## src/rtl/flash_wp_pkg.sv

```systemverilog
package flash_wp_pkg;

  // status byte bit positions (other blocks decode these)
  localparam int unsigned SR_BUSY  = 0;
  localparam int unsigned SR_WEL   = 1;
  localparam int unsigned SR_BP_LO = 2;
  localparam int unsigned SR_BP_HI = 4;
  localparam int unsigned SR_RSVD  = 5;
  localparam int unsigned SR_SEQ   = 6;
  localparam int unsigned SR_LOCK  = 7;

  localparam int unsigned BP_W = SR_BP_HI - SR_BP_LO + 1;

  // power-up value of the size code: everything protected
  localparam logic [BP_W-1:0] BP_RESET = '1;

  // Number of protected blocks for a size code, given log2 of the block count.
  function automatic int unsigned span_of(input logic [BP_W-1:0] code,
                                          input int unsigned blk_w);
    int unsigned c;
    c = int'(code);
    if (c == 0) return 0;
    if (c - 1 >= blk_w) return 1 << blk_w;
    return 1 << (c - 1);
  endfunction

endpackage

```

## src/rtl/flash_wp_arm.sv

```systemverilog
module flash_wp_arm (
  input  logic clk,
  input  logic rst_n,
  input  logic arm_stb_i,
  input  logic wsr_stb_i,
  input  logic other_stb_i,
  output logic armed_o
);

  logic armed_q;

  always_ff @(posedge clk or negedge rst_n) begin
    if (!rst_n)                         armed_q <= 1'b0;
    else if (wsr_stb_i || other_stb_i)  armed_q <= 1'b0;
    else if (arm_stb_i)                 armed_q <= 1'b1;
  end

  assign armed_o = armed_q;


  other_disarms_chk: assert property (@(posedge clk) disable iff (!rst_n)
    other_stb_i |=> !armed_o);


  wsr_consumes_chk: assert property (@(posedge clk) disable iff (!rst_n)
    wsr_stb_i |=> !armed_o);

endmodule

```

## src/rtl/flash_wp_sreg.sv

```systemverilog
module flash_wp_sreg
  import flash_wp_pkg::*;
(
  input  logic            clk,
  input  logic            rst_n,
  input  logic            wsr_stb_i,
  input  logic            armed_i,
  input  logic            wp_pin_i,
  input  logic [7:0]      wr_val_i,
  output logic [BP_W-1:0] bp_o,
  output logic            lock_o,
  output logic            wel_clr_o
);

  logic [BP_W-1:0] bp_q;
  logic            lock_q;
  logic            clr_q;
  logic            accept;
  logic            unused_val_bits;

  assign unused_val_bits = ^{wr_val_i[SR_SEQ], wr_val_i[SR_RSVD],
                             wr_val_i[SR_WEL], wr_val_i[SR_BUSY]};

  // lock only bites when the pin is low
  assign accept = wsr_stb_i && armed_i && (wp_pin_i || !lock_q);

  always_ff @(posedge clk or negedge rst_n) begin
    if (!rst_n) begin
      bp_q   <= BP_RESET;
      lock_q <= 1'b0;
      clr_q  <= 1'b0;
    end else begin
      clr_q <= accept;
      if (accept) begin
        bp_q   <= wr_val_i[SR_BP_HI:SR_BP_LO];
        lock_q <= wr_val_i[SR_LOCK];
      end
    end
  end

  assign bp_o      = bp_q;
  assign lock_o    = lock_q;
  assign wel_clr_o = clr_q;


  locked_hold_chk: assert property (@(posedge clk) disable iff (!rst_n)
    (!wp_pin_i && lock_o) |=> ($stable(bp_o) && lock_o && !wel_clr_o));


  lock_no_fall_chk: assert property (@(posedge clk) disable iff (!rst_n)
    (!wp_pin_i && lock_o) |=> lock_o);


  clr_needs_armed_chk: assert property (@(posedge clk) disable iff (!rst_n)
    wel_clr_o |-> $past(wsr_stb_i && armed_i));


  no_write_hold_chk: assert property (@(posedge clk) disable iff (!rst_n)
    !(wsr_stb_i && armed_i) |=> ($stable(bp_o) && $stable(lock_o) && !wel_clr_o));

endmodule

```

## src/rtl/flash_wp_map.sv

```systemverilog
module flash_wp_map
  import flash_wp_pkg::*;
#(
  parameter int unsigned BLK_W      = 5,
  parameter bit          TOP_ANCHOR = 1'b1
) (
  input  logic [BP_W-1:0]  bp_i,
  input  logic [BLK_W-1:0] blk_i,
  output logic             prot_o
);

  localparam logic [BLK_W:0] NBLK = (BLK_W+1)'(1 << BLK_W);

  logic [BLK_W:0] span;
  logic [BLK_W:0] blk_x;

  assign span  = (BLK_W+1)'(span_of(bp_i, BLK_W));
  assign blk_x = {1'b0, blk_i};

  generate
    if (TOP_ANCHOR) begin : g_top
      assign prot_o = (span != '0) && (blk_x >= (NBLK - span));
    end else begin : g_bot
      assign prot_o = (blk_x < span);
    end
  endgenerate

endmodule

```

## src/rtl/flash_wp_guard.sv

```systemverilog
module flash_wp_guard
  import flash_wp_pkg::*;
#(
  parameter int unsigned ADDR_W     = 21,
  parameter int unsigned BLK_LSB    = 16,
  parameter bit          TOP_ANCHOR = 1'b1
) (
  input  logic              clk,
  input  logic              rst_n,
  input  logic              ewsr_stb_i,
  input  logic              wren_stb_i,
  input  logic              wsr_stb_i,
  input  logic              other_stb_i,
  input  logic [7:0]        wr_val_i,
  input  logic              wp_pin_i,
  input  logic              busy_i,
  input  logic              wel_i,
  input  logic              seq_i,
  input  logic [ADDR_W-1:0] qry_addr_i,
  output logic [7:0]        status_o,
  output logic [2:0]        bp_o,
  output logic              lock_o,
  output logic              wel_clr_o,
  output logic              addr_prot_o,
  output logic              chip_erase_ok_o
);

  localparam int unsigned BLK_W = ADDR_W - BLK_LSB;

  logic             armed;
  logic [BP_W-1:0]  bp;
  logic             lock;
  logic [BLK_W-1:0] qry_blk;
  logic [BLK_LSB-1:0] unused_offset;

  assign qry_blk       = qry_addr_i[ADDR_W-1:BLK_LSB];
  assign unused_offset = qry_addr_i[BLK_LSB-1:0];

  flash_wp_arm u_arm (
    .clk        (clk),
    .rst_n      (rst_n),
    .arm_stb_i  (ewsr_stb_i | wren_stb_i),
    .wsr_stb_i  (wsr_stb_i),
    .other_stb_i(other_stb_i),
    .armed_o    (armed)
  );

  flash_wp_sreg u_sreg (
    .clk      (clk),
    .rst_n    (rst_n),
    .wsr_stb_i(wsr_stb_i),
    .armed_i  (armed),
    .wp_pin_i (wp_pin_i),
    .wr_val_i (wr_val_i),
    .bp_o     (bp),
    .lock_o   (lock),
    .wel_clr_o(wel_clr_o)
  );

  flash_wp_map #(
    .BLK_W     (BLK_W),
    .TOP_ANCHOR(TOP_ANCHOR)
  ) u_map (
    .bp_i  (bp),
    .blk_i (qry_blk),
    .prot_o(addr_prot_o)
  );

  always_comb begin
    status_o                   = '0;
    status_o[SR_BUSY]          = busy_i;
    status_o[SR_WEL]           = wel_i;
    status_o[SR_BP_HI:SR_BP_LO] = bp;
    status_o[SR_SEQ]           = seq_i;
    status_o[SR_LOCK]          = lock;
  end

  assign bp_o            = bp;
  assign lock_o          = lock;
  assign chip_erase_ok_o = (bp == '0);


  none_when_zero_chk: assert property (@(posedge clk) disable iff (!rst_n)
    (bp_o == 3'd0) |-> !addr_prot_o);


  all_when_big_chk: assert property (@(posedge clk) disable iff (!rst_n)
    (int'(bp_o) > int'(BLK_W)) |-> addr_prot_o);


  erase_vs_prot_chk: assert property (@(posedge clk) disable iff (!rst_n)
    chip_erase_ok_o |-> !addr_prot_o);


  rsvd_zero_chk: assert property (@(posedge clk) disable iff (!rst_n)
    status_o[SR_RSVD] == 1'b0);

  generate
    if (TOP_ANCHOR) begin : g_top_chk

      top_end_chk: assert property (@(posedge clk) disable iff (!rst_n)
        ((bp_o != 3'd0) && (&qry_addr_i[ADDR_W-1:BLK_LSB])) |-> addr_prot_o);
    end else begin : g_bot_chk

      bot_start_chk: assert property (@(posedge clk) disable iff (!rst_n)
        ((bp_o != 3'd0) && (qry_addr_i[ADDR_W-1:BLK_LSB] == '0)) |-> addr_prot_o);
    end
  endgenerate

endmodule

```

## config.mk

```make
export PLATFORM = sky130hd
export DESIGN_NAME = flash_wp_guard
export DESIGN_NICKNAME = d
export VERILOG_FILES = /design/src/rtl/flash_wp_pkg.sv /design/src/rtl/flash_wp_arm.sv /design/src/rtl/flash_wp_sreg.sv /design/src/rtl/flash_wp_map.sv /design/src/rtl/flash_wp_guard.sv
export SDC_FILE = /design/constraint.sdc
export NUM_CORES = 1
export LEC_CHECK = 0
export BUFFER_PORTS_ARGS = -buffer_cell sky130_fd_sc_hd__buf_2
export CORE_MARGIN = 3
export CORE_UTILIZATION = 31
export DETAILED_ROUTE_END_ITERATION = 16
export PLACE_DENSITY = 0.67
export SYNTH_ARGS = -nofsm -noshare
export SYNTH_HDL_FRONTEND = slang
export SYNTH_HIERARCHICAL = 1
export SYNTH_SLANG_ARGS = --single-unit
```

## constraint.sdc

```tcl
create_clock -name clk -period 3.4 [get_ports clk]
set_input_delay 0.68 -clock clk [delete_from_list [all_inputs] [get_ports clk]]
set_output_delay 0.68 -clock clk [all_outputs]
set_load 0.005 [all_outputs]
```

# Word-level counts from Yosys, hierarchy flattened
# Cells that the tools add are included.
# word_totals
regBits,6
# classes
n_addsub,2
n_lt_le_gt_ge,2
shifts,1
muxes,8
n_bitwise,1
n_reduce_logical,9
# ops
cell,count
$ge 32x3->1 const B,1
$shl 1x32->6 const A,1
$mux 6,3
$ge 5x6->1,1
$reduce_bool 6->1,1
$sub 6x6->6 const A,1
$mux 1,5
$sub 3x1->4 const B,1
$logic_and 1x1->1,3
$logic_not 3->1,1
$logic_or 1x1->1,2
$reduce_bool 2->1,1
$logic_not 1->1,1
$or 1x1->1,1

# Depth between registers and ports, before layout
# logic_depth
ltp_word,9
depth_mapped,14
depth_no_buf,13

# Cells and area by module
# The synthesis kept the hierarchy.
# modules_own_cells
module,instances,cells_per_inst,area_each_um2,seq_area_each_um2
flash_wp_map,1,60,414.1,0.0
flash_wp_sreg,1,13,201.4,128.9
flash_wp_guard,1,11,75.1,0.0
flash_wp_arm,1,3,38.8,25.0

# Worst setup path after synthesis
# OpenSTA, ideal clock, no wires.
# synth_timing
path_type,register to output
startpoint,register u_sreg.bp_q[0] (netlist: u_sreg/bp_o[0])
endpoint,output addr_prot_o
arrival_time_ps,2835
required_time_ps,2720
setup_slack_ps,-115
path_stages_with_launch,13
path_cell_list,dfstp_2 inv_1 ha_1 buf_2 inv_1 or4_1 ha_1 xor2_1 ha_1 o21ai_0 a21o_1 a21oi_1 o22a_1
# synth_via
elab_chain_cells,9
# synth_rtl
item,line_no,source
from (decl),flash_wp_sreg.sv:15,logic [BP_W-1:0] bp_q;
from (signal assigned),flash_wp_sreg.sv:35,bp_q <= wr_val_i[SR_BP_HI:SR_BP_LO];
$sub 3x1->4,"flash_wp_pkg.sv:23, flash_wp_pkg.sv:24",
$ge 32x3->1,flash_wp_pkg.sv:23,if (c - 1 >= blk_w) return 1 << blk_w;
$mux 1 (2 in series),flash_wp_pkg.sv:23,
$mux 6,flash_wp_pkg.sv:24,return 1 << (c - 1);
$mux 6 (*),flash_wp_pkg.sv:23,
$sub 6x6->6,flash_wp_map.sv:22,assign prot_o = (span != '0) && (blk_x >= (NBLK - span));
$ge 5x6->1,flash_wp_map.sv:22,
$logic_and 1x1->1 (*),flash_wp_map.sv:22,
to (decl),flash_wp_guard.sv:24,"output logic addr_prot_o,"
# Every way passes the cells marked *; elsewhere a longest branch is shown, timed or not. The select of a mux whose other input is x is not followed.

# Worst setup path after layout
# layout_timing
startpoint,register u_sreg.bp_q[1] (netlist: u_sreg/bp_o[1])
endpoint,output addr_prot_o
# Same word-level chain as after synthesis.

==> reports/metrics.csv <==
metric;value;unit
outcome;finished with violations;
violations in the final reports;negative setup slack;
final worst-path setup slack;-138;ps
number of buffer cells added on primary ports;26;
Final Hold Fails;0;
sequential cell area fraction in the yosys report;21.1;%
worst vdd ir;0.379;mV
synthesis-stage register bit count;6;
Setup Viol. Count Final;1;
wire length per cell after detailed routing;11.4;µm
share of total power in sequential cells;16.0;%
cells taking the most area after synthesis;sky130_fd_sc_hd__ha_1, sky130_fd_sc_hd__dfstp_2, sky130_fd_sc_hd__dfrtp_1, sky130_fd_sc_hd__buf_4, sky130_fd_sc_hd__nor2_1;
main flop type after synthesis;sky130_fd_sc_hd__dfstp_2;
number of maximum-capacitance constraint violations;0;
number of nets produced by synthesis;136;
number of rows in the core area;16;
wire length of the first global-routing pass;2690;µm
GRT Total Usage;12.8;%
cell count after synthesis;87;
GRT overflow;0;
critical setup path kind;reg2out;
First-pass DRT Iterations;4;
number of antenna-violating nets in the routed design;0;
initial cell density of the core;35.0;%
number of ports placed on the die boundary;54;
number of synthesis warnings;6;
CTS Buf Count;3;
critical-path maximum fanout;4;
chip width;54.5;µm
data required time at the worst endpoint;2720;ps
share of the synthesized area in the top cell type;17.2;%
total routed wirelength;1730;µm
Clock Path Buffers;2;
layout overhead on the synthesized area;41.2;%
Hold WC Path Type;in2async;
count of distinct cell types in the synthesized netlist;36;
Mean Syn Cell Area;8.38;µm²
antenna diode count;0;
worst-path cell chain;inv_2 > ha_4 > nor3_4 > a21oi_2 > or4_4 > ha_4 > xor2_1 > ha_1 > o21ai_1 > a21o_1 > a21oi_2 > o22a_1 > buf_2;
residual DRC count;0;
CTS root buf;sky130_fd_sc_hd__clkbuf_4;
routability congestion estimate from global placement;0.754;
H-tree depth;1;
Reg clk slew, reported paths;50;ps
cell types with the highest counts after synthesis;sky130_fd_sc_hd__ha_1, sky130_fd_sc_hd__nor2_1, sky130_fd_sc_hd__buf_4, sky130_fd_sc_hd__inv_1, sky130_fd_sc_hd__nand2_1;
count of routing violations after the opening detailed-route iteration;10;
via/cell ratio;4.93;
number of antenna violations at the first check in global routing;0;
core occupancy in the finished layout;49.5;%
via count of the first global-routing pass;684;
switching share of power;41.1;%
fin. max-slew vios;0;
maximum number of pins on one net before global-route repair;12;
clock sinks;6;
Worst path slowest cell;sky130_fd_sc_hd__dfstp_2;
fraction of power consumed by the clock network;10.4;%
setup repair after global routing missed its margin;yes;
dominant cell by count in the synthesized netlist;sky130_fd_sc_hd__ha_1;
area of the die;2970;µm²
final layout net count;174;
core area;2080;µm²
share of post-route cells with drive strength above 1;55.6;%
fraction of power consumed by combinational cells;73.6;%
largest clock skew in the final design;7.02;ps
Setup crit end kind;output port;
endpoint arrival time on the critical path;2860;ps
LEAKAGE;0.000512;µW
via total after detailed routing;744;
cell internal power dissipation;407;µW
post-synthesis instance area;729;µm²
Skew-Pair Late Insertion Delay;250;ps
detailed placer's ending HPWL;1320;µm
Async S/R FF share, synth;100;%
Synth area leader;sky130_fd_sc_hd__ha_1;
count of hold-fix buffers inserted at cts;0;
CTS tree;built;
Tcrit/Tclk final;104;%
number of flops mapped to enable cells by yosys;0;
achievable clock frequency;283;MHz
worst slack on hold paths;240;ps
sort of element at the start of the critical path;register;
CP max stage delay;540;ps
min cycle time layout;3540;ps
Power Dens Cells;671;nW/µm²
floorplan die height;54.5;µm
Net Switching;284;µW
## power by group through the flow
| stage | logic [µW] | registers (µW) | clock network (µW) |
|---|---|---|---|
| floorplan | 302 | 119 | 0 |
| global placement | 427 | 111 | 0 |
| detailed placement | 437 | 111 | 0 |
| CTS | 486 | 110 | 76.8 |
| global route | 565 | 114 | 82.4 |
| finish | 509 | 110 | 71.6 |
## final cells by class
cell class | count | area (µm²)
fill | 210 | 1050
sequential | 6 | 154
clock buffer | 4 | 26.3
tap | 27 | 33.8
inverter | 8 | 30.0
timing repair buffer | 44 | 265
multi-input combinational | 62 | 520
## registers in the layout, indices dropped and copies added, names as in the netlist
name	flops
u_arm/armed_o	1
u_sreg/bp_o	3
u_sreg/wel_clr_o	1
u_sreg/lock_o	1
## through the flow
| stage | instance area [µm²] | setup WS (ps) | instances | total power, µW | TNS, ps |
|---|---|---|---|---|---|
| floorplan | 759 | 1.63 | 87 | 421 | 0 |
| global placement | 933 | -75.7 | 142 | 538 | -75.7 |
| detailed placement | 933 | -74.0 | 142 | 549 | -74.0 |
| CTS | 1010 | -189 | 149 | 673 | -189 |
| global route | 1030 | -284 | 151 | 761 | -284 |
| finish | 1030 | -138 | 151 | 691 | -138 |
## routing by layer
layer / share of wire, % / global-route usage, %
met1: 42 / 13.0
met2: 48 / 22.7
met3: 6.6 / 2.18
met4: 3.0 / 10.8
met5: 0 / 0
## worst paths after layout
path	start	end	slack (ps)	cells past startpoint
worst max-delay path	u_sreg/bp_o[1]	addr_prot_o	-140	13
worst min-delay path	rst_n	u_sreg/lock_o	240	1
worst max register to register	u_arm/armed_o	u_sreg/bp_o[0]	2310	3
worst min register to register	u_sreg/lock_o	u_sreg/wel_clr_o	570	1
max in group asynchronous	rst_n	u_sreg/bp_o[1]	2930	1
min in group clk	u_sreg/lock_o	u_sreg/wel_clr_o	570	1
## critical path, delay by kind of cell, from the launching register on
kind / cells / cell delay, ps
adders and majority gates: 3 / 620
and+or+nand+nor: 2 / 570
DFF: 1 / 540
AOI/OAI and AO/OA: 5 / 530
buffers and inverters: 2 / 160
xor gates and xnor gates: 1 / 150
## cells by family (layout without fill, tap and decap cells)
logic type / Yosys count / after routing / synth area share (%)
fa+ha+maj: 10 / 10 / 17.2
simple gates: 28 / 28 / 19.9
xor+xnor: 2 / 2 / 2.40
compound gates: 17 / 17 / 18.5
other cells: 1 / 1 / 0.514
buf+inv: 19 / 56 / 14.4
flops: 6 / 6 / 21.1
mux: 4 / 4 / 6.00
## layout by cell type (no fill, tap or decap), types with 2 or more instances in the layout
master	netlist	layout
sky130_fd_sc_hd__clkbuf_4	0	3
sky130_fd_sc_hd__nand3_1	3	3
sky130_fd_sc_hd__mux2_2	3	3
sky130_fd_sc_hd__dfstp_2	3	3
sky130_fd_sc_hd__and2_1	2	2
sky130_fd_sc_hd__a21oi_2	0	2
sky130_fd_sc_hd__inv_1	8	4
sky130_fd_sc_hd__ha_4	0	2
sky130_fd_sc_hd__o21ai_1	0	2
sky130_fd_sc_hd__buf_2	2	26
sky130_fd_sc_hd__nand2_1	4	4
sky130_fd_sc_hd__dfrtp_1	3	3
sky130_fd_sc_hd__ha_1	10	7
sky130_fd_sc_hd__nor2_1	9	9
sky130_fd_sc_hd__inv_2	0	4
sky130_fd_sc_hd__buf_4	8	18
sky130_fd_sc_hd__nor3_1	2	2
## repair_timing
item                                    4_1_cts  5_1_grt
gates cloned                                  0        0
setup buffers                                 3        2
pin swaps                                     5        2
endpoints found under the setup margin        1        1
gates resized for setup                       7        3
Note: power is estimated with default switching activity, not from simulation.
